==> src/rtl/dsolve_pkg.sv <==
package dsolve_pkg;

  typedef enum logic [1:0] {
    ST_IDLE = 2'd0,
    ST_SCAN = 2'd1,
    ST_DIV  = 2'd2
  } dsolve_state_e;

endpackage

==> src/rtl/dsolve_scan.sv <==
module dsolve_scan #(
  parameter int PRE_W    = 7,
  parameter int ACC_W    = 33,
  parameter int UNIT_NS  = 40,
  parameter int STEP_MAX = 15
) (
  input  logic             clk,
  input  logic             rst_n,
  input  logic             clear_i,
  input  logic             adv_i,
  output logic [PRE_W-1:0] idx_o,
  output logic [ACC_W-1:0] div_o,
  output logic [ACC_W-1:0] lim_o,
  output logic             last_o
);

  localparam logic [ACC_W-1:0] UNIT_A = ACC_W'(UNIT_NS);
  localparam logic [ACC_W-1:0] LIM_A  = ACC_W'(UNIT_NS * STEP_MAX);

  // Candidate divisor and fit limit move as two separate accumulators.
  always_ff @(posedge clk or negedge rst_n) begin
    if (!rst_n) begin
      idx_o <= '0;
      div_o <= UNIT_A;
      lim_o <= LIM_A;
    end else if (clear_i) begin
      idx_o <= '0;
      div_o <= UNIT_A;
      lim_o <= LIM_A;
    end else if (adv_i) begin
      idx_o <= idx_o + 1'b1;
      div_o <= div_o + UNIT_A;
      lim_o <= lim_o + LIM_A;
    end
  end

  assign last_o = (idx_o == {PRE_W{1'b1}});

  assert_limit_tracks_R3: assert property (@(posedge clk) disable iff (!rst_n)
    lim_o == div_o * ACC_W'(STEP_MAX));

  assert_divisor_tracks_R2: assert property (@(posedge clk) disable iff (!rst_n)
    div_o == (ACC_W'(idx_o) + 1'b1) * UNIT_A);

endmodule

==> src/rtl/dsolve_ceil_div.sv <==
module dsolve_ceil_div #(
  parameter int ACC_W = 33,
  parameter int Q_W   = 4
) (
  input  logic             clk,
  input  logic             rst_n,
  input  logic             load_i,
  input  logic [ACC_W-1:0] num_i,
  input  logic [ACC_W-1:0] den_i,
  output logic [Q_W-1:0]   q_o,
  output logic             valid_o
);

  localparam int W     = ACC_W + Q_W;
  localparam int CNT_W = $clog2(Q_W + 1);

  logic [W-1:0]     rem_q;
  logic [W-1:0]     dsh_q;
  logic [CNT_W-1:0] cnt_q;
  logic [ACC_W-1:0] num_q;
  logic [ACC_W-1:0] den_q;
  logic             ge;

  // The quotient is known to be below 2^Q_W, so Q_W restoring steps suffice.
  assign ge = (rem_q >= dsh_q);

  always_ff @(posedge clk or negedge rst_n) begin
    if (!rst_n) begin
      rem_q   <= '0;
      dsh_q   <= '0;
      cnt_q   <= '0;
      num_q   <= '0;
      den_q   <= '0;
      q_o     <= '0;
      valid_o <= 1'b0;
    end else begin
      valid_o <= 1'b0;
      if (load_i) begin
        rem_q <= W'(num_i) + W'(den_i) - 1'b1;
        dsh_q <= W'(den_i) << (Q_W - 1);
        cnt_q <= CNT_W'(Q_W);
        num_q <= num_i;
        den_q <= den_i;
        q_o   <= '0;
      end else if (cnt_q != '0) begin
        if (ge) rem_q <= rem_q - dsh_q;
        dsh_q <= dsh_q >> 1;
        q_o   <= {q_o[Q_W-2:0], ge};
        cnt_q <= cnt_q - 1'b1;
        if (cnt_q == CNT_W'(1)) valid_o <= 1'b1;
      end
    end
  end

  assert_ceil_covers_R2: assert property (@(posedge clk) disable iff (!rst_n)
    valid_o |-> (W'(q_o) * W'(den_q) >= W'(num_q)));

  assert_ceil_tight_R2: assert property (@(posedge clk) disable iff (!rst_n)
    valid_o |-> (W'(q_o) * W'(den_q) < W'(num_q) + W'(den_q)));

endmodule

==> src/rtl/dsolve_delay_solver.sv <==
module dsolve_delay_solver #(
  parameter int REQ_W   = 32,
  parameter int PRE_W   = 7,
  parameter int STEP_W  = 4,
  parameter int UNIT_NS = 40
) (
  input  logic              clk,
  input  logic              rst_n,
  input  logic              start_i,
  input  logic [REQ_W-1:0]  req_ns_i,
  output logic [PRE_W-1:0]  prescale_o,
  output logic [STEP_W-1:0] steps_o,
  output logic              done_o,
  output logic              err_o
);
  import dsolve_pkg::*;

  localparam int ACC_W    = REQ_W + 1;
  localparam int STEP_MAX = (1 << STEP_W) - 1;
  localparam int CHK_W    = ACC_W + PRE_W + STEP_W + 8;

  dsolve_state_e     state_q;
  logic [REQ_W-1:0]  req_q;
  logic [PRE_W-1:0]  idx;
  logic [ACC_W-1:0]  divisor;
  logic [ACC_W-1:0]  limit;
  logic              last_cand;
  logic [STEP_W-1:0] quot;
  logic              quot_valid;

  // Named events for the state machine and the assertions.
  logic accept_ev, zero_ev, fit_ev, miss_ev, adv_ev, busy;

  function automatic logic fits_limit(input logic [REQ_W-1:0] r,
                                      input logic [ACC_W-1:0] lim);
    return ACC_W'(r) <= lim;
  endfunction

  assign busy      = (state_q != ST_IDLE);
  assign accept_ev = start_i && !busy;
  assign zero_ev   = (state_q == ST_SCAN) && (req_q == '0);
  assign fit_ev    = (state_q == ST_SCAN) && !zero_ev && fits_limit(req_q, limit);
  assign miss_ev   = (state_q == ST_SCAN) && !zero_ev && !fit_ev && last_cand;
  assign adv_ev    = (state_q == ST_SCAN) && !zero_ev && !fit_ev && !last_cand;

  dsolve_scan #(
    .PRE_W(PRE_W), .ACC_W(ACC_W), .UNIT_NS(UNIT_NS), .STEP_MAX(STEP_MAX)
  ) u_scan (
    .clk(clk), .rst_n(rst_n), .clear_i(accept_ev), .adv_i(adv_ev),
    .idx_o(idx), .div_o(divisor), .lim_o(limit), .last_o(last_cand)
  );

  dsolve_ceil_div #(
    .ACC_W(ACC_W), .Q_W(STEP_W)
  ) u_div (
    .clk(clk), .rst_n(rst_n), .load_i(fit_ev),
    .num_i(ACC_W'(req_q)), .den_i(divisor),
    .q_o(quot), .valid_o(quot_valid)
  );

  always_ff @(posedge clk or negedge rst_n) begin
    if (!rst_n) begin
      state_q    <= ST_IDLE;
      req_q      <= '0;
      prescale_o <= '0;
      steps_o    <= '0;
      done_o     <= 1'b0;
      err_o      <= 1'b0;
    end else begin
      done_o <= 1'b0;
      err_o  <= 1'b0;
      unique case (state_q)
        ST_IDLE: if (accept_ev) begin
          req_q   <= req_ns_i;
          state_q <= ST_SCAN;
        end
        ST_SCAN: begin
          if (zero_ev) begin
            prescale_o <= '0;
            steps_o    <= '0;
            done_o     <= 1'b1;
            state_q    <= ST_IDLE;
          end else if (fit_ev) begin
            state_q <= ST_DIV;
          end else if (miss_ev) begin
            err_o   <= 1'b1;
            state_q <= ST_IDLE;
          end
        end
        ST_DIV: if (quot_valid) begin
          prescale_o <= idx;
          steps_o    <= quot;
          done_o     <= 1'b1;
          state_q    <= ST_IDLE;
        end
        default: state_q <= ST_IDLE;
      endcase
    end
  end

  assert_result_covers_R2: assert property (@(posedge clk) disable iff (!rst_n)
    (done_o && req_q != '0) |->
      (CHK_W'(steps_o) * (CHK_W'(prescale_o) + 1'b1) * CHK_W'(UNIT_NS) >= CHK_W'(req_q)));

  assert_steps_nonzero_R2: assert property (@(posedge clk) disable iff (!rst_n)
    (done_o && req_q != '0) |-> (steps_o != '0));

  assert_smallest_pre_R3: assert property (@(posedge clk) disable iff (!rst_n)
    (done_o && prescale_o != '0) |->
      (CHK_W'(req_q) > CHK_W'(UNIT_NS * STEP_MAX) * CHK_W'(prescale_o)));

  assert_zero_off_R4: assert property (@(posedge clk) disable iff (!rst_n)
    (done_o && req_q == '0) |-> (steps_o == '0 && prescale_o == '0));

  assert_miss_keeps_R5: assert property (@(posedge clk) disable iff (!rst_n)
    err_o |-> ($stable(prescale_o) && $stable(steps_o)));

  assert_pulse_excl_R6: assert property (@(posedge clk) disable iff (!rst_n)
    !(done_o && err_o));

  assert_done_single_R6: assert property (@(posedge clk) disable iff (!rst_n)
    done_o |=> !done_o);

  assert_err_single_R6: assert property (@(posedge clk) disable iff (!rst_n)
    err_o |=> !err_o);

  assert_busy_ignore_R7: assert property (@(posedge clk) disable iff (!rst_n)
    (busy && start_i) |=> $stable(req_q));

  assert_hold_outputs_R8: assert property (@(posedge clk) disable iff (!rst_n)
    !done_o |-> ($stable(prescale_o) && $stable(steps_o)));

endmodule

==> config.mk <==
export PLATFORM = sky130hd
export DESIGN_NAME = dsolve_delay_solver
export DESIGN_NICKNAME = d
export VERILOG_FILES = /design/src/rtl/dsolve_pkg.sv /design/src/rtl/dsolve_scan.sv /design/src/rtl/dsolve_ceil_div.sv /design/src/rtl/dsolve_delay_solver.sv
export SDC_FILE = /design/constraint.sdc
export NUM_CORES = 1
export LEC_CHECK = 0
export BUFFER_PORTS_ARGS = -buffer_cell sky130_fd_sc_hd__buf_2
export CORE_ASPECT_RATIO = 0.7
export CORE_MARGIN = 2
export CORE_UTILIZATION = 64
export DETAILED_ROUTE_END_ITERATION = 6
export PLACE_DENSITY_LB_ADDON = 0.2
export SLEW_MARGIN = 40
export SYNTH_ARGS = -nofsm -noshare
export SYNTH_HDL_FRONTEND = slang
export SYNTH_HIERARCHICAL = 1
export SYNTH_SLANG_ARGS = --single-unit
==> constraint.sdc <==
create_clock -name clk -period 4.9 [get_ports clk]
set_input_delay 0.49 -clock clk [delete_from_list [all_inputs] [get_ports clk]]
set_output_delay 0.49 -clock clk [all_outputs]
set_load 0.02 [all_outputs]
==> results.md, run 1 <==
* Outcome: completed
* Hold Fails Final Rpt at 0
* Simple-gate share of the synthesized area at 0.170
* First-pass GRT wire length at between 60000 and 70000 um
* Final ANT Viol Nets at 0
* Post-layout min period at approximately 4.4 ns
* Register bit total from synthesis at between 150 and 200
* Synth Area in Compound Gates at 0.188
* Layout cell share with drive strength beyond 1 at 0.0911
* Drt first pass iters at 5
* Main combinational cell family by area after synthesis: compound AO/OA/AOI/OAI gates
* Chip Width at approximately 180 um
* Fmax at approximately 230 MHz
* GP Congestion at about 0.93
* Ports at 48
* Largest net degree at the start of global routing at around 120
* Post-Syn Area per Cell at 8.33 um2
* Post-synthesis cell type count at a little over 80
* Grt total ovfl at 0
* CTS Hold Bufs at 0
* Synth Area in Adders at 0.125
* Synthesized cell area at between 10000 and 15000 um2
* Ranking of synthesized cells by area: dfrtp_1 32%, ha_1 12%, a21oi_1 5.9%
* GRT Overall Usage at 0.319
* XOR/XNOR Fraction of Synth Area at 0.0667
* Vias in the first global route at 12.0k
* Ys Warns at 6
* Total CTS buffers at 17
* Postcts setup bufs at 0
* Starting density of the core at 0.648
* Worst-skew pair later-pin latency at 0.45 ns
* CTS tree: built
* Ys async rst share at 1.00
* Root buffer cell: clkbuf_16
* Via/cell ratio at 5.97
* Final setup viols at 0
* Via count at roughly 12k
* Area delta synth->final at 7.30%
* Clock skew at 0.0132 ns
* Share of Yosys cell area claimed by the top area cell type at 0.325
* Dominant cell type by area after synthesis: dfrtp_1
* Number of synthesized flops with an enable pin at 0
* CTS clk-pin slew, worst paths at 0.08 ns
* WP data arrival at 4.79 ns
* Clock Sinks at between 150 and 200
* Crit start category: flop
* Dominant synthesized flop cell: dfrtp_1
* Mean routed wirelength per cell at 17.5 um
* Port Buffer Count at between 40 and 50
* Unrepaired setup endpoints after global routing: false
* Register area share after synthesis at 0.335
* CP Max Fanout at 25
* # H-tree levels at 4
* Core Area at between 20000 and 25000 um2
* Pins Over Slew Limit at 0
* Die Span Y at between 100 and 150 um
* Worst slew pin tran at 0.732 ns
* Detailed Place HPWL at ~28000 um
* Setup tns final at 0 ns
* DRC Markers at 0
* Relative slew margins at 0.507
* Row count at 46
* Crit path required time at between 5 and 6 ns
* Clock Path Buffers at 2
* Final period util at 0.904
* Iter 0 DRT Violations at 1021
* Min-Delay Path Class: primary input to asynchronous set/reset pin
* Worst Setup Path Type: flop to flop
* Die area at 24000 um2
* Final Net Count at just under 2k
* Synthesized netlist cell count at between 1.5k and 2k
* Antenna diodes at 0
* Mux contribution to synthesized area at 0.0316
* CP endpoint kind: flop
* Post-Route WL at around 36000 um
* # Max-Cap Violations at 0
* Post-cts gate resize count at 0
* Initial antenna violation count at 0
-- per-layer routing --
layer / global-route usage / vias up / routed length, um
li1: - / 6059 / -
met1: 0.448 / 5940 / 17000
met2: 0.502 / 380 / 16100
met3: 0.0779 / 37 / 2810
met4: 0.0711 / 0 / 537
met5: 0 / - / 0
-- cells by family after synthesis --
family,after synthesis
AOI/OAI and AO/OA,441
xor gates and xnor gates,111
adders and majority gates,144
buffers and inverters,305
DFF,195
muxes,42
other,2
and+or+nand+nor,509
-- worst max-delay path: stages (launching register included) --
cell      delay [ns]
dfrtp_1         0.46
inv_1           0.07
ha_1            0.32
nand4_1         0.19
nor4_1          0.59
a311oi_2        0.25
a21oi_2         0.33
and2_2          0.60
o21ai_1         0.20
nor2_1          0.61
nand4_1         0.21
or3_1           0.38
a21oi_1         0.14
-- path summary, 6_finish.rpt --
| kind | to | startpoint | slack [ns] | cells after the start |
|---|---|---|---|---|
| max | u_scan/div_o[32] | u_scan/lim_o[28] | 0.47 | 12 |
| max in group asynchronous | u_scan/lim_o[28] | rst_n | 3.84 | 2 |
| min in group clk | req_q[19] | req_ns_i[19] | 0.27 | 2 |
| max reg2reg | u_scan/div_o[32] | u_scan/lim_o[28] | 0.47 | 12 |
| min | u_scan/lim_o[11] | rst_n | 0.002 | 1 |
| min reg2reg | prescale_o[3] | prescale_o[3] | 0.49 | 2 |
-- final cells by class --
class,instances,area [um2]
inverter,224,841
clock inverter,13,149
multi-input combinational,1254,8520
fill,1829,6870
sequential,195,4890
timing repair buffer,62,405
clock buffer,19,443
tap,312,390
-- synthesized netlist by cell type (all sizes together), types with 16 or more instances --
| cell | instances |
|---|---|
| o21ai | 93 |
| nand3 | 38 |
| inv | 224 |
| a21oi | 176 |
| clkbuf | 48 |
| nand4 | 44 |
| ha | 142 |
| a211oi | 59 |
| nor2 | 153 |
| mux2 | 32 |
| xor2 | 65 |
| buf | 33 |
| nand2 | 143 |
| dfrtp | 189 |
| and3 | 18 |
| nor4 | 16 |
| nand2b | 18 |
| a21o | 24 |
| xnor2 | 46 |
-- registers in the layout, summed over array words and instances (netlist names), 3 cells and up --
name	flops
u_div/rem_q	37
u_scan/lim_o	30
prescale_o	7
u_scan/div_o	30
u_div/q_o	4
u_scan/idx_o	7
req_q	32
u_div/dsh_q	36
steps_o	4
u_div/cnt_q	3
-- placed cells by master, fill, tap and decap left out, types with 43 or more instances in the layout --
master / instances
a211oi_1: 59
a21oi_1: 171
buf_2: 46
dfrtp_1: 189
ha_1: 142
inv_1: 223
nand2_1: 142
nand4_1: 43
nor2_1: 152
o21ai_0: 85
xnor2_1: 46
xor2_1: 65
-- per-stage QoR --
stage / util / worst slack, ns / hold slack (ns) / instances / area (um2)
final: 0.695 / 0.470 / 0.00182 / 2079 / 15600
after global routing: 0.695 / 0.168 / 0.0401 / 2079 / 15600
after CTS: 0.694 / 0.609 / 0.0510 / 2079 / 15600
after detailed placement: 0.668 / 0.659 / 0.471 / 2047 / 15000
after global placement: 0.667 / 0.947 / 0.463 / 2047 / 15000
after floorplan: - / 1.48 / 0.194 / 1754 / 14600
Power of run 1 is left out: the tool's default activity adds up to more than one toggle a clock period on the data nets, which glitch-free logic cannot reach.
==> run 2, diff against run 1 <==
--- a/config.mk
+++ b/config.mk
@@ -5,10 +5,11 @@
 export SDC_FILE = /design/constraint.sdc
 export NUM_CORES = 1
 export LEC_CHECK = 0
+export ABC_AREA = 1
 export BUFFER_PORTS_ARGS = -buffer_cell sky130_fd_sc_hd__buf_2
 export CORE_ASPECT_RATIO = 0.7
 export CORE_MARGIN = 2
-export CORE_UTILIZATION = 64
+export CORE_UTILIZATION = 65
 export DETAILED_ROUTE_END_ITERATION = 6
 export PLACE_DENSITY_LB_ADDON = 0.2
 export SLEW_MARGIN = 40
==> results.md, run 2 <==
* Largest register FFs at 37 (unchanged)
* # Max-Cap Violations at 0 (unchanged)
* Synthesized cell area at 16900 um2 (+16%)
* Final Net Count at 2839 (+47%)
* Synthesized netlist cell count at 2633 (+51%)
* Pleak at slightly below 0.01 uW
* Biggest registers after layout: u_div/rem_q x37, u_div/dsh_q x36, req_q x32
* Ranking of synthesized cells by area: dfrtp_1 28%, nand2_1 18%, inv_1 11%
* Ports at 48 (unchanged)
* Post-Route WL at 54500 um (+49%)
* Register area share after synthesis at 0.289 (-0.0461)
* Via/cell ratio at 5.80 (-2.8%)
* Layout Cells excl Fill at 3005 (+45%)
* GRT Overall Usage at 0.403 (+0.0837)
* Dominant synthesized flop cell: dfrtp_1
* Iter 0 DRT Violations at 2226 (+120%)
* Via count at 17.4k (+40%)
* Commonest cells in the netlist: 826 x nand2_1, 478 x inv_1, 280 x nor2_1
* Starting density of the core at 0.659 (+0.0118)
* Crit path required time at 5.26 ns (about the same)
* Comb power frac at 0.704
* Clock Path Buffers at 2 (unchanged)
* Mean routed wirelength per cell at 18.1 um (+3.4%)
* Outcome: completed
* Hold Fails Final Rpt at 0 (unchanged)
* Seq pwr share at 0.190
* Pint at a little under 6000 uW
* Critical path, cell by cell: inv_1, ha_1, nand2_1, nor2_1, and2_4, nand3_2, nor2_2, nand3_2, a21oi_4, inv_2, buf_4, buf_4, nand3_1, nand2_1, nand2_1, nand2_1
* CTS Hold Bufs at 0 (unchanged)
* First-pass GRT wire length at 84700 um (+40%)
* Root buffer cell: clkbuf_16
* Worst Setup Path Type: flop to flop
* Cell at the slowest stage of the critical path: a21oi_4
* Initial antenna violation count at 0 (unchanged)
* Register bit total from synthesis at 195 (unchanged)
* Share of Yosys cell area claimed by the top area cell type at 0.280 (-0.0446)
* Drt first pass iters at 6 (+1)
* Detailed Place HPWL at 42900 um (+55%)
* Number of synthesized flops with an enable pin at 0 (unchanged)
* Util after Layout at 0.700 (+0.00516)
* Postcts setup bufs at 0 (unchanged)
* Power density over cell area at about 770 nW/um2
* Area delta synth->final at 6.16%
* Switching fraction of total power at 0.573
* Post-layout min period at 4.00 ns (-0.433 ns)
* Core Area at 25600 um2 (+14%)
* Worst slew pin tran at 0.817 ns (+0.0853 ns)
* Chip Width at 197 um (+6.7%)
* Total CTS buffers at 17 (unchanged)
* Vias in the first global route at 15.7k (+31%)
* Most frequent cells in the layout: 826 x nand2_1, 477 x inv_1, 279 x nor2_1
* WP data arrival at 4.35 ns (-0.44 ns)
* Crit start category: flop
* Final period util at 0.816 (-0.0883)
* Port Buffer Count at 47 (unchanged)
* Crit-path max cell delay at 0.60 ns (about the same)
* Largest Register: u_div/rem_q
* Post-synthesis cell type count at 59 (-28%)
* Post-cts gate resize count at 0 (unchanged)
* Post-Place Cells at 2972 (+45%)
* Fmax at 250 MHz (+11%)
* Min-Delay Path Class: primary input to asynchronous set/reset pin
* Commonest non-fill, non-tap cell in the layout: nand2_1
* # H-tree levels at 4 (unchanged)
* PnR worst setup slack at 0.903 ns (+0.433 ns)
* Dpl ws at 1.12 ns (+0.457 ns)
* Psw at 7860 uW
* Worst-skew pair later-pin latency at 0.47 ns (+0.02 ns)
* Ys async rst share at 1.00 (unchanged)
* Grt total ovfl at 0 (unchanged)
* GP Congestion at 1.05 (+12%)
* Clock Sinks at 195 (unchanged)
* DRC Markers at 0 (unchanged)
* Register Area at 4890 um2 (unchanged)
* Fillers at 2239 (+22%)
* Relative slew margins at 0.454 (-0.0530)
* Layout cell share with drive strength beyond 1 at 0.0715 (-0.0197)
* Most used cell, CP: nand2_1
* Final setup viols at 0 (unchanged)
* CP Max Fanout at 43 (+72%)
* Dominant cell type by area after synthesis: dfrtp_1
* Final ANT Viol Nets at 0 (unchanged)
* Die area at 27300 um2 (+14%)
* CTS clk-pin slew, worst paths at 0.07 ns (about the same)
* Pins Over Slew Limit at 0 (unchanged)
* Post-Syn Area per Cell at 6.42 um2 (-23%)
* Largest net degree at the start of global routing at 117 (-1.7%)
* Clock skew at 0.0118 ns (-0.00132 ns)
* Setup tns final at 0 ns (unchanged)
* Row count at 49 (+6.5%)
* Unrepaired setup endpoints after global routing: false
* Peak supply drop at 0.656 mV
* Die Span Y at 139 um (+6.6%)
* Ys Warns at 6 (unchanged)
* CTS tree: built
* CP endpoint kind: flop
* Multi-input gate area at 9840 um2 (+15%)
* Clk pwr share at 0.106
* Most frequent cell after synthesis: nand2_1
## run 2: cell types whose count changed after synthesis, moves of 32 or more
cell / previous run / this run
mux2_2: 32 / 0
xnor2_1: 46 / 3
nand2_1: 143 / 826
nor2_1: 153 / 280
xor2_1: 65 / 9
nand3_1: 37 / 157
a211oi_1: 59 / 0
a21oi_1: 171 / 119
inv_1: 224 / 478
## run 2: cell families after synthesis
| logic type | share of synthesized area |
|---|---|
| multiplexers | 0.000592 |
| flip-flops | 0.289 |
| AND/OR/NAND/NOR | 0.359 |
| XOR/XNOR | 0.00622 |
| adder cells (fa/ha/maj) | 0.108 |
| AO/OA/AOI/OAI | 0.106 |
| other | 0.000444 |
| buffers and inverters | 0.130 |
## run 2: metrics by stage
| stage | total power, uW | hold slack (ns) | area [um2] |
|---|---|---|---|
| floorplan | 9550 | 0.194 | 16900 |
| global placement | 11600 | 0.469 | 17300 |
| detailed placement | 11800 | 0.471 | 17300 |
| CTS | 13400 | 0.0298 | 17900 |
| global route | 14900 | 0.0476 | 17900 |
| finish | 13700 | 0.00211 | 17900 |
## run 2: area by class of cell
type,instances,share of cell area
well taps,331,0.0231
diodes,1,0.000139
multi-input cells,1897,0.549
clock inverters,13,0.00830
repair buffers,60,0.0204
clock buffers,19,0.0247
flip-flops and latches,195,0.272
inverters,489,0.102
## run 2: power by group through the flow
| stage | clock (uW) | sequential (uW) | combinational, uW |
|---|---|---|---|
| floorplan | 0 | 2460 | 7100 |
| global placement | 0 | 2580 | 9050 |
| detailed placement | 0 | 2600 | 9240 |
| CTS | 1470 | 2580 | 9320 |
| global route | 1530 | 2640 | 10800 |
| finish | 1460 | 2600 | 9670 |
## run 2: final timing paths
| kind | from | end | slack, ns | cells past startpoint |
|---|---|---|---|---|
| worst max-delay path | u_scan/lim_o[12] | u_div/rem_q[27] | 0.90 | 16 |
| worst min-delay path | rst_n | u_div/rem_q[35] | 0.002 | 1 |
| worst max register to register | u_scan/lim_o[12] | u_div/rem_q[27] | 0.90 | 16 |
| min in group clk | req_ns_i[17] | req_q[17] | 0.21 | 3 |
| worst min register to register | steps_o[2] | steps_o[2] | 0.49 | 2 |
| max in group asynchronous | rst_n | u_scan/lim_o[3] | 3.98 | 2 |
## run 2: layer usage
| layer | GRT usage | vias to the layer above | wire length, um |
|---|---|---|---|
| met3 | 0.168 | 65 | 8080 |
| met2 | 0.529 | 1000 | 21100 |
| li1 | - | 8297 | - |
| met5 | 0.0176 | - | 64 |
| met4 | 0.0780 | 2 | 726 |
| met1 | 0.611 | 8076 | 24600 |
## run 2: worst max-delay path, delay by kind of cell (launching register included)
kind	cells	cell delay [ns]
simple gates	10	1.25
buf+inv	4	1.18
compound gates	1	0.60
flops	1	0.49
fa+ha+maj	1	0.30
No activity file was read; power rests on OpenSTA's default activity.
==> run 3, diff against run 2 <==
--- a/config.mk
+++ b/config.mk
@@ -9,7 +9,7 @@
 export BUFFER_PORTS_ARGS = -buffer_cell sky130_fd_sc_hd__buf_2
 export CORE_ASPECT_RATIO = 0.7
 export CORE_MARGIN = 2
-export CORE_UTILIZATION = 65
+export CORE_UTILIZATION = 58
 export DETAILED_ROUTE_END_ITERATION = 6
 export PLACE_DENSITY_LB_ADDON = 0.2
 export SLEW_MARGIN = 40
==> constraint.sdc (replaced) <==
create_clock -name clk -period 3.6 [get_ports clk]
set_input_delay 0.36 -clock clk [delete_from_list [all_inputs] [get_ports clk]]
set_output_delay 0.36 -clock clk [all_outputs]
set_load 0.02 [all_outputs]
==> results.md, run 3 (same netlist as run 2, synthesis figures left out) <==
* Die Span Y at 147 um (+5.7%)
* Pleak at 0.00981 uW (+1.2%)
* Commonest non-fill, non-tap cell in the layout: nand2_1
* Final ANT Viol Nets at 0 (unchanged)
* Final setup viols at 0 (unchanged)
* Fmax at 305 MHz (+22%)
* Post-Place Cells at 3041 (+2.3%)
* WP data arrival at 3.63 ns (-0.72 ns)
* Chip Width at 208 um (+5.7%)
* CP Max Fanout at 15 (-65%)
* Unrepaired setup endpoints after global routing: false
* Detailed Place HPWL at 44300 um (+3.4%)
* Drt first pass iters at 7 (+1)
* CTS tree: built
* Comb power frac at 0.710 (+0.006)
* Worst hold path depth at 3
* Pint at 8030 uW (+37%)
* Met1 GRT Util at 0.578 (-0.0322)
* Starting density of the core at 0.588 (-0.0718)
* CTS clk-pin slew, worst paths at 0.08 ns (about the same)
* Peak supply drop at 0.721 mV (+9.9%)
* Post-Route WL at 55500 um (+1.8%)
* Port Buffer Count at 47 (unchanged)
* Seq pwr share at 0.187 (-0.003)
* Post-layout min period at 3.28 ns (-0.721 ns)
* Final Net Count at 2862 (+0.81%)
* Mean routed wirelength per cell at 18.0 um (-0.53%)
* Via count at 17.2k (-1.4%)
* Util after Layout at 0.632 (-0.0677)
* Clock Sinks at 195 (unchanged)
* PnR worst setup slack at 0.323 ns (-0.579 ns)
* Iter 0 DRT Violations at 2241 (+0.67%)
* Initial antenna violation count at 0 (unchanged)
* Dpl ws at 0.286 ns (-0.830 ns)
* Final hold slack at 0.0939 ns (+0.0918 ns)
* Clk pwr share at 0.103 (-0.003)
* Hold Fails Final Rpt at 0 (unchanged)
* Final period util at 0.910 (+0.0944)
* Layout Cells excl Fill at 3074 (+2.3%)
* # Max-Cap Violations at 0 (unchanged)
* Min-Delay Path Class: primary input to flop
* Antenna diodes at 0 (-1)
* GP Congestion at 1.04 (-0.87%)
* Switching fraction of total power at 0.575 (+0.00231)
* Via/cell ratio at 5.59 (-3.6%)
* Die area at 30500 um2 (+12%)
* Outcome: completed
* Worst slew pin tran at 0.747 ns (-0.0708 ns)
* Crit start category: flop
* Largest net degree at the start of global routing at 89 (-24%)
* Worst Setup Path Type: flop to flop
* Root buffer cell: clkbuf_16
* CP endpoint kind: flop
* Vias in the first global route at 15.3k (-3.0%)
* Postcts setup bufs at 0 (unchanged)
* # H-tree levels at 4 (unchanged)
* Psw at 10900 uW (+38%)
* Core Area at 28800 um2 (+12%)
* Relative slew margins at 0.502 (+0.0478)
* Area delta synth->final at 7.61%
* Most frequent cells in the layout: 826 x nand2_1, 476 x inv_1, 280 x nor2_1
* Clock skew at 0.0132 ns (+0.00132 ns)
* Power density over cell area at 1040 nW/um2 (+36%)
* Row count at 52 (+6.1%)
* DRC Markers at 0 (unchanged)
* Met3 Use GR at 0.128 (-0.0393)
* Biggest registers after layout: u_div/rem_q x37, u_div/dsh_q x36, req_q x32
* Most Crowded Layer GR: met1
* Grt total ovfl at 0 (unchanged)
* Pins Over Slew Limit at 0 (unchanged)
* Largest Register: u_div/rem_q
* Total CTS buffers at 17 (unchanged)
* GRT Overall Usage at 0.364 (-0.0392)
* Setup tns final at 0 ns (unchanged)
* Ports at 48 (unchanged)
* First-pass GRT wire length at 86000 um (+1.6%)
* Crit path required time at 3.96 ns (-1.30 ns)
* Layout cell share with drive strength beyond 1 at 0.0794 (+0.00792)
* Worst-skew pair later-pin latency at 0.46 ns (about the same)
* Worst Reg-to-Reg Cells at 19 (+3)
* Met2 usage at 0.462 (-0.0672)
* Clock Path Buffers at 2 (unchanged)
* Largest register FFs at 37 (unchanged)
-- run 3: cell types whose count changed in the layout (fill, tap and decap cells not counted), sizes merged --
cell	before	now
inv	491	493
clkinvlp	2	1
dlygate4sd3	0	1
buf	59	81
clkbuf	20	18
bufinv	2	0
diode	1	0
clkinv	7	10
-- run 3: cell type report --
type                            count  area, um2
Clock buffer                       17        425
Multi-Input combinational cell   1897       9850
Tap cell                          378        473
Inverter                          489       1840
Sequential cell                   195       4890
Fill cell                        2738      10600
Timing Repair Buffer               83        554
Clock inverter                     15        160
-- run 3: worst max-delay path: stages (launching register included) --
cell     delay (ns)
dfrtp_1        0.44
ha_1           0.33
nand2_1        0.21
nor2_1         0.15
nand3_1        0.11
nor2_1         0.19
nand2_1        0.13
nand2_1        0.09
nor2_2         0.05
nand2_4        0.10
nand4_2        0.13
inv_2          0.17
buf_4          0.19
nor2_4         0.11
nor2_2         0.19
nand2_1        0.12
nor3_1         0.24
nand2_1        0.09
nand2_1        0.07
nor2_1         0.04
-- run 3: what timing repair did --
item                       4_1_cts  5_1_grt
setup endpoints to repair        0       11
hold endpoints to repair        49        0
hold buffers                     1        0
gates resized for setup          0        2
-- run 3: final timing paths --
| path | start | to | slack [ns] |
|---|---|---|---|
| worst max-delay path | req_q[2] | u_scan/div_o[17] | 0.32 |
| worst min-delay path | req_ns_i[20] | req_q[20] | 0.09 |
| worst max register to register | req_q[2] | u_scan/div_o[17] | 0.32 |
| min in group asynchronous | rst_n | u_div/rem_q[34] | 0.51 |
| max in group asynchronous | rst_n | u_scan/lim_o[9] | 2.05 |
| worst min register to register | prescale_o[5] | prescale_o[5] | 0.49 |
-- run 3: per-layer routing --
| layer | part of all wire | up-vias |
|---|---|---|
| li1 | - | 8343 |
| met1 | 0.48 | 7899 |
| met2 | 0.37 | 905 |
| met5 | 0 | - |
| met4 | 0.011 | 0 |
| met3 | 0.14 | 45 |
-- run 3: metrics by stage --
step	total power [uW]	cell area [um2]
detailed placement	16500	17600
global route	20700	18200
global placement	16200	17600
finish	18900	18200
CTS	18500	18200
floorplan	13000	16900
-- run 3: power groups by stage --
stage	clock network [uW]	logic, uW	registers, uW
6_report	1950	13400	3520
5_1_grt	2040	15000	3590
4_1_cts	1970	13000	3500
3_5_place_dp	0	12900	3540
3_3_place_gp	0	12700	3510
2_1_floorplan	0	9660	3340
